[src/rtl/silo_pkg.sv]
package silo_pkg;
   localparam int WORD_W    = 16;
   localparam int CHAR_W    = 8;
   localparam int LINE_W    = 3;
   localparam int LINE_LSB  = 8;
   localparam int PERR_POS  = 12;
   localparam int FERR_POS  = 13;
   localparam int OVR_POS   = 14;
   localparam int VALID_POS = 15;

   typedef struct packed {
      logic              ovr;
      logic              ferr;
      logic              perr;
      logic [LINE_W-1:0] line;
      logic [CHAR_W-1:0] data;
   } silo_entry_t;

   function automatic logic [WORD_W-1:0] pack_word(input logic valid, input silo_entry_t e);
      logic [WORD_W-1:0] w;
      w = '0;
      if (valid) begin
         w[CHAR_W-1:0]             = e.data;
         w[LINE_LSB +: LINE_W]     = e.line;
         w[PERR_POS]               = e.perr;
         w[FERR_POS]               = e.ferr;
         w[OVR_POS]                = e.ovr;
         w[VALID_POS]              = 1'b1;
      end
      return w;
   endfunction
endpackage

[src/rtl/silo_arbiter.sv]
module silo_arbiter #(
   parameter int NUM_REQ = 8,
   parameter int IDX_W   = 3
) (
   input  logic               clk,
   input  logic               rst_n,
   input  logic               enable,
   input  logic [NUM_REQ-1:0] req,
   output logic [NUM_REQ-1:0] grant,
   output logic               any_grant,
   output logic [IDX_W-1:0]   grant_idx
);
   if (NUM_REQ < 1 || NUM_REQ > (1 << IDX_W)) begin : g_bad_width
      $error("silo_arbiter: NUM_REQ does not fit the index width");
   end

   logic [NUM_REQ-1:0] lower_busy;

   always_comb begin
      lower_busy = '0;
      for (int i = 1; i < NUM_REQ; i++) begin
         lower_busy[i] = lower_busy[i-1] | req[i-1];
      end
   end

   for (genvar i = 0; i < NUM_REQ; i++) begin : g_pri
      assign grant[i] = enable & req[i] & ~lower_busy[i];
   end

   assign any_grant = |grant;

   always_comb begin
      grant_idx = '0;
      for (int i = NUM_REQ - 1; i >= 0; i--) begin
         if (grant[i]) grant_idx = IDX_W'(i);
      end
   end

   assert_onehot_grant_R7: assert property (@(posedge clk) disable iff (!rst_n)
      $onehot0(grant));
   assert_line0_first_R7: assert property (@(posedge clk) disable iff (!rst_n)
      (enable && req[0]) |-> (grant == NUM_REQ'(1)));
   assert_no_grant_idle_R9: assert property (@(posedge clk) disable iff (!rst_n)
      !enable |-> (grant == '0));
endmodule

[src/rtl/silo_store.sv]
module silo_store
   import silo_pkg::*;
#(
   parameter int DEPTH = 64,
   parameter int CNT_W = $clog2(DEPTH + 1)
) (
   input  logic             clk,
   input  logic             rst_n,
   input  logic             flush,
   input  logic             push,
   input  silo_entry_t      push_data,
   input  logic             pop,
   output silo_entry_t      head,
   output logic [CNT_W-1:0] count,
   output logic             empty,
   output logic             full
);
   localparam int PTR_W = (DEPTH > 1) ? $clog2(DEPTH) : 1;

   if (DEPTH < 2 || (DEPTH & (DEPTH - 1)) != 0) begin : g_bad_depth
      $error("silo_store: DEPTH must be a power of two of at least 2");
   end

   silo_entry_t      mem [DEPTH];
   logic [PTR_W-1:0] wr_ptr, rd_ptr;

   always_ff @(posedge clk or negedge rst_n) begin
      if (!rst_n) begin
         wr_ptr <= '0;
         rd_ptr <= '0;
         count  <= '0;
      end else if (flush) begin
         wr_ptr <= '0;
         rd_ptr <= '0;
         count  <= '0;
      end else begin
         if (push) wr_ptr <= wr_ptr + PTR_W'(1);
         if (pop)  rd_ptr <= rd_ptr + PTR_W'(1);
         case ({push, pop})
            2'b10:   count <= count + CNT_W'(1);
            2'b01:   count <= count - CNT_W'(1);
            default: count <= count;
         endcase
      end
   end

   always_ff @(posedge clk) begin
      if (push && !flush) mem[wr_ptr] <= push_data;
   end

   assign head  = mem[rd_ptr];
   assign empty = (count == '0);
   assign full  = (count == CNT_W'(DEPTH));

   assert_no_overflow_R8: assert property (@(posedge clk) disable iff (!rst_n)
      (full && push) |-> pop);
   assert_no_underflow_R3: assert property (@(posedge clk) disable iff (!rst_n)
      pop |-> !empty);
   assert_flush_empties_R9: assert property (@(posedge clk) disable iff (!rst_n)
      flush |=> empty);
   assert_count_step_R1: assert property (@(posedge clk) disable iff (!rst_n)
      (!flush && push && !pop) |=> (count == $past(count) + CNT_W'(1)));
endmodule

[src/rtl/silo_irq.sv]
module silo_irq #(
   parameter int DEPTH       = 64,
   parameter int ALARM_LEVEL = 16,
   parameter bit REG_OUT     = 1'b0,
   parameter int CNT_W       = $clog2(DEPTH + 1)
) (
   input  logic             clk,
   input  logic             rst_n,
   input  logic [CNT_W-1:0] count,
   input  logic             int_en,
   input  logic             alarm_en,
   output logic             irq
);
   if (ALARM_LEVEL < 1 || ALARM_LEVEL > DEPTH) begin : g_bad_level
      $error("silo_irq: ALARM_LEVEL must lie in 1..DEPTH");
   end

   logic level_hit, irq_raw;

   assign level_hit = alarm_en ? (count >= CNT_W'(ALARM_LEVEL)) : (count != '0);
   assign irq_raw   = int_en & level_hit;

   if (REG_OUT) begin : g_registered
      always_ff @(posedge clk or negedge rst_n) begin
         if (!rst_n) irq <= 1'b0;
         else        irq <= irq_raw;
      end
   end else begin : g_direct
      assign irq = irq_raw;
      assert_alarm_quiet_R5: assert property (@(posedge clk) disable iff (!rst_n)
         (alarm_en && count < CNT_W'(ALARM_LEVEL)) |-> !irq);
      assert_masked_R6: assert property (@(posedge clk) disable iff (!rst_n)
         !int_en |-> !irq);
   end
endmodule

[src/rtl/mux_rx_silo.sv]
module mux_rx_silo
   import silo_pkg::*;
#(
   parameter int NUM_LINES   = 8,
   parameter int DEPTH       = 64,
   parameter int ALARM_LEVEL = 16,
   parameter bit IRQ_REG     = 1'b0
) (
   input  logic                        clk,
   input  logic                        rst_n,
   input  logic                        scan_en,
   input  logic                        rx_int_en,
   input  logic                        alarm_en,
   input  logic [NUM_LINES-1:0]        line_push,
   input  logic [NUM_LINES*CHAR_W-1:0] line_char,
   input  logic [NUM_LINES-1:0]        line_ferr,
   input  logic [NUM_LINES-1:0]        line_perr,
   output logic [NUM_LINES-1:0]        line_accept,
   input  logic                        rd_pop,
   output logic [WORD_W-1:0]           rd_word,
   output logic                        rx_irq
);
   localparam int CNT_W = $clog2(DEPTH + 1);

   logic              any_grant;
   logic [LINE_W-1:0] grant_idx;
   logic              do_push, do_pop, dropped, lost_q;
   logic              s_empty, s_full;
   logic [CNT_W-1:0]  s_count;
   silo_entry_t       new_entry, head_entry;

   silo_arbiter #(.NUM_REQ(NUM_LINES), .IDX_W(LINE_W)) u_arb (
      .clk       (clk),
      .rst_n     (rst_n),
      .enable    (scan_en),
      .req       (line_push),
      .grant     (line_accept),
      .any_grant (any_grant),
      .grant_idx (grant_idx)
   );

   assign do_pop  = rd_pop & ~s_empty & scan_en;
   assign do_push = any_grant & (~s_full | do_pop);
   assign dropped = any_grant & ~do_push;

   always_comb begin
      new_entry.data = line_char[grant_idx*CHAR_W +: CHAR_W];
      new_entry.line = grant_idx;
      new_entry.ferr = line_ferr[grant_idx];
      new_entry.perr = line_perr[grant_idx];
      new_entry.ovr  = lost_q;
   end

   always_ff @(posedge clk or negedge rst_n) begin
      if (!rst_n)        lost_q <= 1'b0;
      else if (!scan_en) lost_q <= 1'b0;
      else if (dropped)  lost_q <= 1'b1;
      else if (do_push)  lost_q <= 1'b0;
   end

   silo_store #(.DEPTH(DEPTH), .CNT_W(CNT_W)) u_store (
      .clk       (clk),
      .rst_n     (rst_n),
      .flush     (~scan_en),
      .push      (do_push),
      .push_data (new_entry),
      .pop       (do_pop),
      .head      (head_entry),
      .count     (s_count),
      .empty     (s_empty),
      .full      (s_full)
   );

   silo_irq #(.DEPTH(DEPTH), .ALARM_LEVEL(ALARM_LEVEL), .REG_OUT(IRQ_REG), .CNT_W(CNT_W)) u_irq (
      .clk      (clk),
      .rst_n    (rst_n),
      .count    (s_count),
      .int_en   (rx_int_en),
      .alarm_en (alarm_en),
      .irq      (rx_irq)
   );

   assign rd_word = pack_word(~s_empty, head_entry);

   assert_overrun_once_R8: assert property (@(posedge clk) disable iff (!rst_n)
      (scan_en && do_push && lost_q) |=> !lost_q);
   assert_drop_marks_R8: assert property (@(posedge clk) disable iff (!rst_n)
      (scan_en && dropped) |=> lost_q);
   assert_flush_clears_R9: assert property (@(posedge clk) disable iff (!rst_n)
      !scan_en |=> (rd_word == '0));
endmodule

[config.mk]
export PLATFORM = sky130hd
export DESIGN_NAME = mux_rx_silo
export DESIGN_NICKNAME = d
export VERILOG_FILES = /design/src/rtl/silo_pkg.sv /design/src/rtl/silo_arbiter.sv /design/src/rtl/silo_store.sv /design/src/rtl/silo_irq.sv /design/src/rtl/mux_rx_silo.sv
export SDC_FILE = /design/constraint.sdc
export NUM_CORES = 1
export LEC_CHECK = 0
export BUFFER_PORTS_ARGS = -buffer_cell sky130_fd_sc_hd__buf_2
export CORE_MARGIN = 2
export CORE_UTILIZATION = 60
export DETAILED_ROUTE_END_ITERATION = 12
export PLACE_DENSITY = 0.81
export SLEW_MARGIN = 20
export SYNTH_ARGS = -nofsm -noshare
export SYNTH_HDL_FRONTEND = slang
export SYNTH_SLANG_ARGS = --single-unit
[constraint.sdc]
create_clock -name clk -period 3.2 [get_ports clk]
set_clock_uncertainty 0.2 [all_clocks]
set_input_delay 0.16 -clock clk [delete_from_list [all_inputs] [get_ports clk]]
set_output_delay 0.16 -clock clk [all_outputs]
set_load 0.02 [all_outputs]
==> Yosys cells after proc, flatten, opt, wreduce, memory -nomap -nowiden <==
Memory sizes are Yosys's and may differ from the RTL's.
Cells that the tools add are included.
{ "word_totals": {"reg_bits": 20, "mem_bits_rw": 896, "inputBits": 94, "output_inout_bits": 25, "wordCells": 86, "n_memories": 1} }
{ "memory_table": {"columns": ["memory", "words", "width", "read_ports", "rd_clocked_by_memory_dff", "wr", "line", "source"], "rows": [
  ["u_store.mem", 64, 14, 1, 0, 1, "silo_store.sv:24", "silo_entry_t mem [DEPTH];"]
]} }
{ "op_classes": {"addsub": 4, "magnitude_cmp": 2, "n_eq_ne": 7, "n_shift": 1, "muxes": 26, "bitwise_logic": 37, "n_reduce_logical": 4} }
{ "ops": {"columns": ["op", "n"], "rows": [
  ["64-bit by 7-bit variable part select with 8-bit output", 1],
  ["3-bit two-way mux", 8],
  ["6-bit two-way mux", 4],
  ["1-bit AND", 20],
  ["7-bit one-hot mux with 2 select lines", 1],
  ["6-bit by 1-bit adder with 6-bit output, second input constant", 2],
  ["11-bit two-way mux", 1],
  ["1-bit NOT", 10],
  ["1-bit two-way mux", 8],
  ["8-bit OR reduction", 1],
  ["7-bit by 1-bit adder with 7-bit output, second input constant", 1],
  ["7-bit == test, second input constant", 1],
  ["7-bit by 5-bit greater-or-equal comparator with 1-bit output, second input constant", 1],
  ["7-bit logical NOT", 1],
  ["7-bit two-way mux", 1],
  ["1-bit bitwise OR", 7],
  ["7-bit nonzero test", 1],
  ["7-bit by 1-bit subtractor with 7-bit output, second input constant", 1],
  ["1-bit binary-select mux with 3-bit select", 2],
  ["3-bit by 1-bit != test with 1-bit output, second input constant", 2],
  ["3-bit by 4-bit < comparator with 1-bit output, second input constant", 1],
  ["4-bit two-way mux", 1],
  ["2-bit by 1-bit != test with 1-bit output, second input constant", 2],
  ["2-bit by 1-bit == test with 1-bit output, second input constant", 1],
  ["other kinds (2)", 2]
]} }

==> Longest topological paths before layout <==
{ "logic_depth": {"ltp_word": 18, "mapped_depth": 13, "mapped_depth_nobuf": 12} }

==> Cells and area by module <==
A second synthesis with hierarchy kept.
{ "unflattened": {"cells_unflattened": 1771, "hier_area_um2": 36566.3} }
{ "modules_own_cells": {"columns": ["module", "n_inst", "cells_each", "area_per_inst_um2", "seq_area_each_um2"], "rows": [
  ["silo_store", 1, 1681, 35530.3, 27381.3],
  ["mux_rx_silo", 1, 61, 842.1, 25.0],
  ["silo_arbiter", 1, 25, 162.7, 0.0],
  ["silo_irq", 1, 4, 31.3, 0.0]
]} }

==> Least setup slack after synthesis <==
OpenSTA, ideal clock, no wires.
{ "synth_timing": {"path_kind": "input port to flip-flop", "start": "in line_push[2]", "end": "mem u_store.mem[0][0] in the netlist's numbering, data pin", "setup_ns": 0.442, "arrival_ns": 3.642, "required_time_ns": 2.558, "setup_slack_ns": -1.084, "path_stages": 7, "path_buffers": 1, "path_cell_list": "nor4b_2 > nor3b_2 > nor2_1 > buf_2 > a22oi_1 > a21oi_1 > or2_1"} }
{ "synth_lines": {"columns": ["element", "line", "source"], "rows": [
  ["start, declared", "mux_rx_silo.sv:14", "input logic [NUM_LINES-1:0] line_push,"],
  ["end, declared", "silo_store.sv:24", null]
]} }

==> Final worst setup path <==
{ "layout_timing": {"start": "reg u_store.rd_ptr[0]", "end": "out rd_word[0]"} }
{ "layout_between": {"elab_chain_len": 2} }
{ "layout_lines": {"columns": ["element", "line", "source"], "rows": [
  ["start, declared", "silo_store.sv:25", "logic [PTR_W-1:0] wr_ptr, rd_ptr;"],
  ["start signal, assigned", "silo_store.sv:38", "if (pop) rd_ptr <= rd_ptr + PTR_W'(1);"],
  ["memory 64 x 14 bit", null, null],
  ["11-bit two-way mux", "silo_pkg.sv:22", "if (valid) begin"],
  ["end, declared", "mux_rx_silo.sv:20", "output logic [WORD_W-1:0] rd_word,"]
]} }
No other way between the ends.

==> metrics.csv <==
stage,metric,value,unit
status,outcome,"finished, violations left",
status,violations,negative setup slack,
worst_setup_path,timing_worst_setup_path_type,reg2out,
clock_network,cts_buffers,85,
synth,syn_avg_cell_area,20.8,sq um
synth,synthCells,1757,
floorplanning,dieArea,62900,sq um
synth,synthAdderAreaFrac,0.294,%
routing,drt_wl_total,103,mm
cells_and_area,antenna_cells,0,
cells_and_area,area_delta_synth_final,18.3,%
synth,async_flop_share,2.18,%
synth,synth_xor_xnor_area_share,0.216,%
routing,route.detailed.drc,0,
cells_and_area,utilization,71.8,%
floorplanning,ioPinCount,119,
sta,maxSlewHeadroom,29.5,%
worst_setup_path,cp_top_family,compound AO/OA/AOI/OAI gates,
sta,worst_pin_slew,1.05,ns
synth,synth_top_family_by_area,multiplexers,
grt,grt_pass1_wl,141,mm
place,placed_area,39200,sq um
clock_network,clockBufferDepth,3,
synth,ys.flop_type,edfxtp_1,
grt,grt_pass1_vias,20700,
clock_network,worstSkewPairLatency,0.64,ns
job,max-cap-violations,0,
worst_setup_path,critPathMaxStageDelay,0.85,ns
worst_setup_path,end_kind,primary output,
min_path,worstHoldPathType,in2reg,
sta,fin_ws,-0.925,ns
worst_setup_path,startpoint,u_store.rd_ptr[0]$_DFFE_PN0P_,
clock_network,path_clk_slew,0.07,ns
floorplanning,die_w,251,um
grt,grt_max_degree,65,
place,hpwl,52.4,mm
worst_setup_path,critPathBufInv,4,
floorplanning,die_y,251,um
pwr,p_leak,13.9,nW
sta,period_needed,4.12,ns
place,port-buffer-count,117,
sta,fmax,242,MHz
grt,antenna_found_initial,1,
cells_and_area,fin_nets,2188,
synth,syn_area,36600,sq um
cells_and_area,drive_gt1_share,36.9,%
floorplanning,core_region_area,60200,sq um
pwr,p_per_area,760,nW/um^2
worst_setup_path,cp_data_arrival_time,3.76,ns
worst_setup_path,worstRegToRegCells,8,
pwr,peakVddDrop,0.517,mV
synth,ys_seq_area_share,75.0,%
synth,muxShareOfSynthArea,17.0,%
synth,synth-compound-area-share,3.00,%
synth,ys_types,68,
worst_setup_path,r2r-start,u_store.count[1]$_DFFE_PN0P_,
cells_and_area,fin_area,43300,sq um
worst_setup_path,crit_required,2.84,ns
grt,track_usage,31.7,%
clock_network,tritoncts,built,
worst_setup_path,startpoint_type,flop,
clock_network,cts_num_sinks,916,
synth,synth-simple-area-share,2.93,%
worst_setup_path,slowest_stage,o211ai_1,
routing,vias,21000,
routing,ant_nets,0,
routing,drt_iter0_markers,3948,
place,routabilityCongestion,0.898,
sta,setup_viol,14,
sta,drv_slew,0,
synth,yosysWarningCount,0,
worst_setup_path,reg2reg_to,u_store.mem[0][2]$_DFFE_PP_,
floorplanning,initial_core_util,60.7,%
clock_network,htreeDepth,3,
sta,finalCritPeriodShare,129,%
routing,routedWlPerCell,35.0,um
worst_setup_path,crit_fanout,6,
floorplanning,rows,90,
sta,rsz0062_at_grt,yes,
synth,syn_nets,1859,
sta,finalHoldViolations,0,
routing,dr.pass1.iters,6,
worst_setup_path,path_cells,buf_12 > buf_12 > buf_4 > mux4_2 > mux4_2 > o211ai_1 > o21ai_1 > buf_2,
routing,viasPerCell,7.15,
sta,finalSetupTns,-6.77,ns
synth,synth-edff-count,896,
clock_network,clock_tree.root_cell,clkbuf_16,
synth,synth_seq_cells,916,
worst_setup_path,endpoint,rd_word[0],
worst_setup_path,r2r_setup_slack,0.19,ns
worst_setup_path,cp.depth,8,
grt,grt-ovfl-total,0,
-- worst min-delay path by stage --
| stage | from | end | slack (ns) | depth (start not counted) |
|---|---|---|---|---|
| after floorplan | rst_n | lost_q$_DFFE_PN0P_ | -0.34 | 0 |
| after global placement | rst_n | u_store.count[4]$_DFFE_PN0P_ | -0.06 | 1 |
| after detailed placement | rst_n | u_store.count[4]$_DFFE_PN0P_ | -0.05 | 1 |
| after CTS | line_push[0] | lost_q$_DFFE_PN0P_ | 0.08 | 6 |
| after global routing | line_push[1] | u_store.mem[43][8]$_DFFE_PP_ | 0.14 | 4 |
| final | line_push[1] | u_store.mem[43][8]$_DFFE_PP_ | 0.09 | 4 |
-- worst min-delay path, delay by kind of cell --
kind            cells  cell delay, ns
buf+inv             2            0.38
compound gates      2            0.23
-- placed cells by master (no fill, tap or decap), types with 11 or more instances in the layout --
master,count
a21oi_1,26
a221oi_1,11
a22oi_1,18
buf_12,35
buf_2,107
buf_4,163
buf_6,17
clkbuf_1,17
clkbuf_16,89
clkinv_1,21
clkinv_2,13
dfrtp_1,14
edfxtp_1,896
inv_1,13
mux2_2,18
mux2i_1,62
mux4_2,231
nand2_1,36
nor2_1,94
o21ai_0,14
o22ai_1,17
-- power by group --
part / switching (mW) / internal, mW
Clock: 4.38 / 5.78
Combinational: 4.66 / 4.34
Sequential: 0.179 / 13.5
Total: 9.22 / 23.7
-- cells by family (layout without fill, tap and decap cells) --
family / count (synthesis) / count (layout)
flops: 916 / 916
mux: 330 / 330
simple gates: 220 / 220
compound gates: 161 / 161
buf+inv: 112 / 504
xor+xnor: 9 / 9
fa+ha+maj: 8 / 8
other cells: 1 / 1
-- through the flow --
step | hold slack (ns) | total power [mW] | setup slack, ns | std cells
3_5_place_dp | -0.0511 | 20.8 | -0.0117 | 2717
4_1_cts | 0.0787 | 31.8 | -0.435 | 2909
6_report | 0.0942 | 32.9 | -0.925 | 2931
5_1_grt | 0.143 | 33.6 | -0.926 | 2931
3_3_place_gp | -0.0610 | 20.6 | 0.0501 | 2717
2_1_floorplan | -0.336 | 18.5 | -0.00313 | 1757
-- state kept, by name, summed over array words and instances, names as in the netlist --
signal and flops:
u_store.mem 896, u_store.count 7, lost_q 1, u_store.rd_ptr 6
u_store.wr_ptr 6
-- synth_stat cells (13+ instances only) --
library cell  count  area, sq um
mux2_2           20          225
clkbuf_1         25         93.8
mux4_2          231         5200
nor2_1           97          364
nand2_1          37          139
a22oi_1          26          195
o22ai_1          20          125
buf_4            18          135
nor3_1           13         65.1
buf_2            39          195
edfxtp_1        896        26900
dfrtp_1          20          500
o21ai_0          23          115
mux2i_1          79          791
inv_1            13         48.8
a21oi_1          31          155
-- cell type report --
cell class | count | area (sq um)
Sequential cell | 916 | 27400
Fill cell | 3105 | 17000
Multi-Input combinational cell | 729 | 9130
Timing Repair Buffer | 339 | 2970
Clock buffer | 106 | 2290
Tap cell | 782 | 978
Clock inverter | 44 | 423
Inverter | 15 | 56.3
-- metal layers --
metal | GRT usage, % | share of wire (%) | vias up | routed length, um
met5 | 0 | 0.011 | - | 11
met1 | 41.7 | 33 | 10500 | 34100
li1 | - | - | 7985 | -
met2 | 49.5 | 48 | 2058 | 49100
met3 | 8.62 | 13 | 390 | 13800
met4 | 16.4 | 5.5 | 2 | 5620
-- timing repair --
item,in CTS,in global routing
hold buffers,5,1
pin swaps,13,19
buffers inserted,34,24
endpoints found under the hold margin,46,20
cloned,3,0
resized for setup,105,61
endpoints found under the setup margin,14,309
Note: power is estimated with default switching activity, not from simulation.
